--- config.mk ---
export PLATFORM = sky130hd
export DESIGN_NAME = tri_wire_loader
export DESIGN_NICKNAME = d
export VERILOG_FILES = /design/src/rtl/twl_pkg.sv /design/src/rtl/twl_shifter.sv /design/src/rtl/twl_latch_bank.sv /design/src/rtl/twl_chan_pwr.sv /design/src/rtl/tri_wire_loader.sv
export SDC_FILE = /design/constraint.sdc
export NUM_CORES = 1
export LEC_CHECK = 0
export ABC_AREA = 1
export BUFFER_PORTS_ARGS = -buffer_cell sky130_fd_sc_hd__buf_2
export CAP_MARGIN = 20
export CORE_ASPECT_RATIO = 1.75
export CORE_MARGIN = 2
export CORE_UTILIZATION = 54
export CTS_CLUSTER_SIZE = 20
export DETAILED_ROUTE_END_ITERATION = 7
export PLACE_DENSITY_LB_ADDON = 0.2
export SLEW_MARGIN = 20
export SYNTH_ARGS = -nofsm -noshare
export SYNTH_HDL_FRONTEND = slang
export SYNTH_SLANG_ARGS = --single-unit
--- constraint.sdc ---
create_clock -name clk -period 1.52 [get_ports clk]
set_input_delay 0.076 -clock clk [delete_from_list [all_inputs] [get_ports clk]]
set_output_delay 0.076 -clock clk [all_outputs]
set_load 0.02 [all_outputs]
--- src/rtl/twl_pkg.sv ---
package twl_pkg;
    typedef enum logic [1:0] {
        PWR_RUN   = 2'd0,
        PWR_DRAIN = 2'd1,
        PWR_DOWN  = 2'd2
    } pwr_state_e;
endpackage

--- src/rtl/twl_shifter.sv ---
module twl_shifter #(
    parameter int WORD_W = 22
) (
    input  logic              clk,
    input  logic              rst_n,
    input  logic              sclk,
    input  logic              sdata,
    input  logic              sload,
    output logic [WORD_W-1:0] word,
    output logic              load_stb
);
    typedef struct packed {
        logic              sclk_prev;
        logic              sload_prev;
        logic [WORD_W-1:0] shreg;
    } shift_t;

    shift_t s_d, s_q;

    always_comb begin
        s_d            = s_q;
        s_d.sclk_prev  = sclk;
        s_d.sload_prev = sload;
        if (sclk && !s_q.sclk_prev) begin
            s_d.shreg = {s_q.shreg[WORD_W-2:0], sdata};
        end
    end

    always_ff @(posedge clk or negedge rst_n) begin
        if (!rst_n) s_q <= '0;
        else        s_q <= s_d;
    end

    assign word     = s_q.shreg;
    assign load_stb = sload && !s_q.sload_prev;
endmodule

--- src/rtl/twl_latch_bank.sv ---
module twl_latch_bank #(
    parameter int WORD_W = 22,
    parameter int CODE_W = 2
) (
    input  logic                                     clk,
    input  logic                                     rst_n,
    input  logic                                     load_stb,
    input  logic [WORD_W-1:0]                        word,
    output logic [(1<<CODE_W)-1:0]                   wr,
    output logic [(1<<CODE_W)-1:0][WORD_W-CODE_W-1:0] regs
);
    localparam int PAY_W = WORD_W - CODE_W;
    localparam int NREG  = 1 << CODE_W;

    typedef struct packed {
        logic [NREG-1:0][PAY_W-1:0] r;
    } bank_t;

    bank_t b_d, b_q;

    for (genvar g = 0; g < NREG; g++) begin : g_dec
        assign wr[g] = load_stb && (word[CODE_W-1:0] == CODE_W'(g));
    end

    always_comb begin
        b_d = b_q;
        for (int i = 0; i < NREG; i++) begin
            if (wr[i]) b_d.r[i] = word[WORD_W-1:CODE_W];
        end
    end

    always_ff @(posedge clk or negedge rst_n) begin
        if (!rst_n) b_q <= '0;
        else        b_q <= b_d;
    end

    assign regs = b_q.r;
endmodule

--- src/rtl/twl_chan_pwr.sv ---
module twl_chan_pwr
    import twl_pkg::*;
(
    input  logic clk,
    input  logic rst_n,
    input  logic fb_wr,
    input  logic pd_bit,
    input  logic ts_bit,
    input  logic ref_tick,
    output logic enable,
    output logic cp_hiz
);
    typedef struct packed {
        pwr_state_e st;
    } pwr_t;

    pwr_t p_d, p_q;

    always_comb begin
        p_d = p_q;
        if (fb_wr) begin
            if (!pd_bit)                p_d.st = PWR_RUN;
            else if (p_q.st == PWR_RUN) p_d.st = ts_bit ? PWR_DOWN : PWR_DRAIN;
        end else if (p_q.st == PWR_DRAIN && ref_tick) begin
            p_d.st = PWR_DOWN;
        end
    end

    always_ff @(posedge clk or negedge rst_n) begin
        if (!rst_n) p_q.st <= PWR_RUN;
        else        p_q    <= p_d;
    end

    assign enable = (p_q.st != PWR_DOWN);
    assign cp_hiz = ts_bit || (p_q.st != PWR_RUN);
endmodule

--- src/rtl/tri_wire_loader.sv ---
module tri_wire_loader #(
    parameter int WORD_W = 22,
    parameter int TS_POS = 19,
    parameter int PD_POS = 19
) (
    input  logic                clk,
    input  logic                rst_n,
    input  logic                sclk,
    input  logic                sdata,
    input  logic                sload,
    input  logic                if_ref_tick,
    input  logic                rf_ref_tick,
    output logic [WORD_W-3:0]   if_ref_word,
    output logic [WORD_W-3:0]   if_fb_word,
    output logic [WORD_W-3:0]   rf_ref_word,
    output logic [WORD_W-3:0]   rf_fb_word,
    output logic                if_enable,
    output logic                rf_enable,
    output logic                if_cp_hiz,
    output logic                rf_cp_hiz,
    output logic                osc_enable
);
    localparam int CODE_W = 2;
    localparam int PAY_W  = WORD_W - CODE_W;
    localparam int NREG   = 1 << CODE_W;
    localparam int NCH    = NREG / 2;

    logic [WORD_W-1:0]           word;
    logic                        load_stb;
    logic [NREG-1:0]             wr;
    logic [NREG-1:0][PAY_W-1:0]  regs;
    logic [NCH-1:0]              tick, en, hiz;

    twl_shifter #(.WORD_W(WORD_W)) i_shift (
        .clk(clk), .rst_n(rst_n), .sclk(sclk), .sdata(sdata), .sload(sload),
        .word(word), .load_stb(load_stb)
    );

    twl_latch_bank #(.WORD_W(WORD_W), .CODE_W(CODE_W)) i_bank (
        .clk(clk), .rst_n(rst_n), .load_stb(load_stb), .word(word),
        .wr(wr), .regs(regs)
    );

    assign tick = {rf_ref_tick, if_ref_tick};

    for (genvar c = 0; c < NCH; c++) begin : g_ch
        twl_chan_pwr i_pwr (
            .clk(clk), .rst_n(rst_n),
            .fb_wr(wr[2*c+1]),
            .pd_bit(word[CODE_W+PD_POS]),
            .ts_bit(regs[2*c][TS_POS]),
            .ref_tick(tick[c]),
            .enable(en[c]),
            .cp_hiz(hiz[c])
        );
    end

    assign if_ref_word = regs[0];
    assign if_fb_word  = regs[1];
    assign rf_ref_word = regs[2];
    assign rf_fb_word  = regs[3];
    assign if_enable   = en[0];
    assign rf_enable   = en[1];
    assign if_cp_hiz   = hiz[0];
    assign rf_cp_hiz   = hiz[1];
    assign osc_enable  = |en;
endmodule

Word-level counts from Yosys, hierarchy flattened
Cells that the tools add are included.
{ "totals": {"word_cells": 50, "ff_bits": 108, "out_inout_bits": 85} }
{ "classes": {"n_reduce_logical": 22, "eq_ne": 9, "muxes": 10} }
{ "op_table": {"columns": ["operator", "count"], "rows": [
  ["2-to-1 mux 2 bit", 10],
  ["logical AND 1 bit", 8],
  ["nonzero test 2 bit", 4],
  ["equality test 2 x 1 -> 1 bit, second input constant", 3],
  ["logical NOT 2 bit", 3],
  ["!= test 3 bit, second input constant", 2],
  ["equality test 2 bit, second input constant", 2],
  ["!= test 2 bit, second input constant", 2],
  ["AND reduction 2 bit", 2],
  ["logical NOT 1 bit", 2],
  ["logical OR 1 bit", 2],
  ["OR reduction 2 bit", 1]
]} }

Depth between registers and ports, before layout
{ "logic_depth": {"ltp_word": 5, "mapped_depth": 6, "mapped_depth_nobuf": 6} }

By module
Synthesis repeated with hierarchy kept, for this count alone.
{ "unflattened": {"cells_unflattened": 539, "area_unflattened_um2": 4735.8} }
{ "modules_own_cells": {"columns": ["module", "area_each_um2", "seq_area_each_um2", "cells_each", "instances"], "rows": [
  ["twl_latch_bank", 3333.2, 2001.9, 364, 1],
  ["twl_shifter", 1106.1, 600.6, 122, 1],
  ["twl_chan_pwr", 142.6, 50.0, 25, 2],
  ["tri_wire_loader", 11.3, 0.0, 3, 1]
]} }

Worst setup path after synthesis
Ideal clock, no wire load.
{ "synth_timing": {"path_kind": "register to register", "startpoint": "reg i_shift.s_q, in the netlist i_shift.word[1]", "endpoint": "reg i_bank.b_q, in the netlist i_bank.regs[39]", "arrival_time_ns": 0.999, "path_stages_with_launch": 6, "required_time_ns": 1.399, "slack_ns": 0.400, "cell_sequence": "dfrtp_1 -> nor2_2 -> nand2_2 -> buf_6 -> nand2_1 -> o21ai_2"} }
{ "synth_via": {"elab_chain_len": 2} }
{ "synth_rtl": {"columns": ["element", "line_no", "rtl"], "rows": [
  ["from (decl)", "twl_shifter.sv:18", "shift_t s_d, s_q;"],
  ["from (signal assigned)", "twl_shifter.sv:30", "if (!rst_n) s_q <= '0;"],
  ["from (signal assigned)", "twl_shifter.sv:31", "else s_q <= s_d;"],
  ["equality test 2 x 1 -> 1 bit", "twl_latch_bank.sv:22", "assign wr[g] = load_stb && (word[CODE_W-1:0] == CODE_W'(g));"],
  ["logical AND 1 bit", "twl_latch_bank.sv:22", null],
  ["to (signal assigned)", "twl_latch_bank.sv:33", "if (!rst_n) b_q <= '0;"],
  ["to (signal assigned)", "twl_latch_bank.sv:34", "else b_q <= b_d;"],
  ["to (decl)", "twl_latch_bank.sv:19", "bank_t b_d, b_q;"]
]} }
Every way passes these cells.
A chain may end at the register's enable or synchronous reset.

Worst setup path after layout
{ "layout_timing": {"startpoint": "in sload", "endpoint": "reg i_bank.b_q, in the netlist i_bank.regs[51]"} }
{ "layout_via": {"elab_chain_len": 2} }
{ "layout_rtl": {"columns": ["element", "line_no", "rtl"], "rows": [
  ["from (decl)", "tri_wire_loader.sv:10", "input logic sload,"],
  ["logical AND 1 bit", "twl_shifter.sv:35", "assign load_stb = sload && !s_q.sload_prev;"],
  ["logical AND 1 bit", "twl_latch_bank.sv:22", null]
]} }
Every way passes these cells.

==> out/qor.csv <==
stage,metric,value,unit
status,status,completed,
power_and_ir_drop,p_sw_share,32.9,%
setup_path,rr_startpoint,i_shift.word[0]$_DFFE_PN0P_,
synth,synth_edf_count,0,
synth,yosys_warnings,0,
hold_path,hold_class,in -> reg,
floorplan,fp.dieW,70.8,um
routing,vias,3137,
sta,max_freq,714,MHz
sta,drv_slew,0,
power_and_ir_drop,power.leakage,0.00260,uW
synth,synth-compound-area-share,14.1,%
grt,grt_pass1_wl,14500,um
placed_design,place_congestion,0.783,
layout,n_antenna_cell,0,
flow_run,cap_violations,0,
sta,slew_headroom,66.5,%
synth,synthTopCellsByArea,"dfrtp_1 (64%), nand2_1 (11%), o21ai_1 (7.1%)",
clock_network,cts_tree,built,
sta,finalHoldViolCount,0,
setup_path,critPathKind,in -> reg,
synth,synthXorXnorAreaFrac,0,%
synth,ys_seq_area_share,64.1,%
routing,drcViolationCount,0,
layout,post-route-util,67.1,%
routing,wire_per_inst,14.1,um
synth,synth_flop_cell,dfrtp_1,
clock_network,cts_buffer_depth,2,
synth,synth_most_common_cell,nand2_1,
synth,async_flop_share,100,%
grt,grt_start_max_net_pins,45,
synth,syn_nets,423,
placed_design,dp_hpwl,5990,um
setup_path,critPathMaxFanout,40,
synth,synthMuxAreaShare,0,%
sta,finalSetupViolCount,0,
sta,fin_tns_setup,0,ns
grt,grt_pass1_vias,2988,
power_and_ir_drop,p_switching,2520,uW
placed_design,port-buffer-count,91,
setup_path,r2r-end,i_bank.regs[20]$_DFFE_PN0P_,
power_and_ir_drop,power_density,1510,nW/um2
grt,grt.overflow.total,0,
floorplan,rows,42,
clock_network,clk_pin_slew,0.07,ns
floorplan,initial_core_util,55.7,%
synth,syn-cell-area,4220,um2
setup_path,r2r_cells,6,
synth,ys_seq_elements,108,
sta,fin_crit_sh,92.1,%
hold_path,hold_path.startpoint,sdata,
sta,worst_pin_slew,0.503,ns
setup_path,crit_required,1.74,ns
routing,routed_via_density,5.19,
routing,drtIter0Drc,242,
clock_network,postCtsSetupRepairBufs,0,
routing,drt_wl_total,8530,um
synth,synth_simple_gate_area_share,14.9,%
hold_path,holdPathStages,3,
layout,fillCellCount,639,
synth,yosysUniqueCellTypes,21,
power_and_ir_drop,ir_worst_vdd,896,uV
grt,grtUsageTotal,21.5,%
power_and_ir_drop,p_comb_share,23.9,%
floorplan,die_h,121,um
clock_network,clock_latency,0.34,ns
layout,drive_gt1_share,28.7,%
setup_path,arrival,1.62,ns
clock_network,cts.sinks,108,
routing,firstDrtPassIters,4,
synth,synth_common_cells,"nand2_1 (124), dfrtp_1 (108), o21ai_1 (60), inv_1 (30), o21ai_0 (23)",
layout,nNetsFinal,518,
power_and_ir_drop,seq_power_share,47.1,%
synth,synth_top_family_by_area,simple AND/OR/NAND/NOR gates,
grt,antenna_found_initial,0,
synth,synth_largest_area_cell,dfrtp_1,
sta,rsz0062_at_grt,no,
clock_network,cts_root_buf,clkbuf_16,
synth,netlist_instances,416,
setup_path,cp-start-kind,input pin,
synth,synthAdderAreaFrac,0,%
setup_path,r2r_setup_slack,0.14,ns
hold_path,hold_path_end,i_shift.word[0]$_DFFE_PN0P_,
clock_network,numCtsBuffers,9,
sta,finalCriticalPeriod,1.40,ns
sta,finClkSkew,0.00805,ns
setup_path,cp-end-kind,register,
power_and_ir_drop,p_int,5140,uW
layout,syn2layout_area_growth,20.4,%
synth,netlist.area_leader.share,64.1,%
floorplan,die_area,8560,um2
clock_network,cts_resized,0,
clock_network,cts_max_level,3,
floorplan,core_area,7570,um2
synth,syn_area_per_cell,10.1,um2
routing,ant_nets,0,
power_and_ir_drop,p_clk_share,29.0,%
floorplan,io_pins,92,
==> how the worst max path moves through the flow <==
stage                                      startpoint                     endpoint  slack [ns]  depth (start not counted)
after floorplan           i_shift.word[1]$_DFFE_PN0P_  i_bank.regs[39]$_DFFE_PN0P_        0.40                          5
after global placement    i_shift.word[0]$_DFFE_PN0P_  i_bank.regs[28]$_DFFE_PN0P_        0.20                          6
after detailed placement  i_shift.word[0]$_DFFE_PN0P_  i_bank.regs[24]$_DFFE_PN0P_        0.15                          6
after CTS                                       sload  i_bank.regs[51]$_DFFE_PN0P_        0.11                          7
after global routing                            sload  i_bank.regs[41]$_DFFE_PN0P_       0.006                          7
final                                           sload  i_bank.regs[51]$_DFFE_PN0P_        0.12                          7
==> power groups by stage <==
stage | Sequential [uW] | Clock (uW) | Combinational, uW
6_report | 3610 | 2220 | 1830
5_1_grt | 3680 | 2370 | 2030
4_1_cts | 3620 | 2270 | 1860
3_5_place_dp | 3670 | 0 | 1850
3_3_place_gp | 3650 | 0 | 1800
2_1_floorplan | 4090 | 0 | 735
==> final cells by class <==
cell class                      count  area [um2]  area share (%)
Sequential cell                   108        2700            53.2
Multi-Input combinational cell    253        1220            24.1
Timing Repair Buffer              106         628            12.4
Clock buffer                       11         253            4.98
Inverter                           33         124            2.44
Tap cell                           88         110            2.17
Clock inverter                      5        35.0           0.690
==> cells by family (layout without fill, tap and decap cells) <==
family | Yosys count | count (layout)
AO/OA/AOI/OAI | 104 | 104
AND/OR/NAND/NOR | 149 | 149
flip-flops | 108 | 108
buffers and inverters | 55 | 155
==> placed cells by master (no fill, tap or decap), drive strengths merged, types with 4 or more instances in the layout <==
cell type	instances
clkbuf	11
nand3	11
nand4	4
o21ai	103
buf	103
dfrtp	108
inv	34
nor2	9
nand2	125
==> worst max-delay path, cell delays in order <==
cell and delay [ns]:
dlygate4sd3_1 0.53, buf_2 0.17, inv_2 0.06, nor2_4 0.15, nand3_4 0.36, nand2_1 0.18, o21ai_1 0.08
==> stage by stage <==
step / setup WS [ns] / instances / hold slack [ns] / total power (uW) / instance area [um2]
after floorplan: 0.400 / 416 / -0.220 / 4820 / 4220
after global placement: 0.205 / 585 / 0.0690 / 5450 / 4760
after detailed placement: 0.155 / 585 / 0.0788 / 5520 / 4760
after CTS: 0.113 / 604 / 0.00113 / 7750 / 5080
after global routing: 0.00637 / 604 / 0.0101 / 8090 / 5080
final: 0.119 / 604 / 0.00323 / 7670 / 5080
==> state kept, by name, summed over array words and instances (netlist names) <==
signal and flops:
g_ch.i_pwr.p_q 4, i_bank.regs 80, i_shift.s_q 2, i_shift.word 22
==> routing by layer <==
layer	track usage, %	vias to the layer above	wire [um]
li1	-	1535	-
met2	35.6	77	4380
met1	28.2	1515	3630
met5	0	-	0
met3	3.57	10	363
met4	8.49	0	162
==> what timing repair did <==
action	CTS	global route
setup endpoints to repair	0	0
hold buffers	3	0
endpoints found under the hold margin	36	0
No activity file was read; power rests on OpenSTA's default activity.
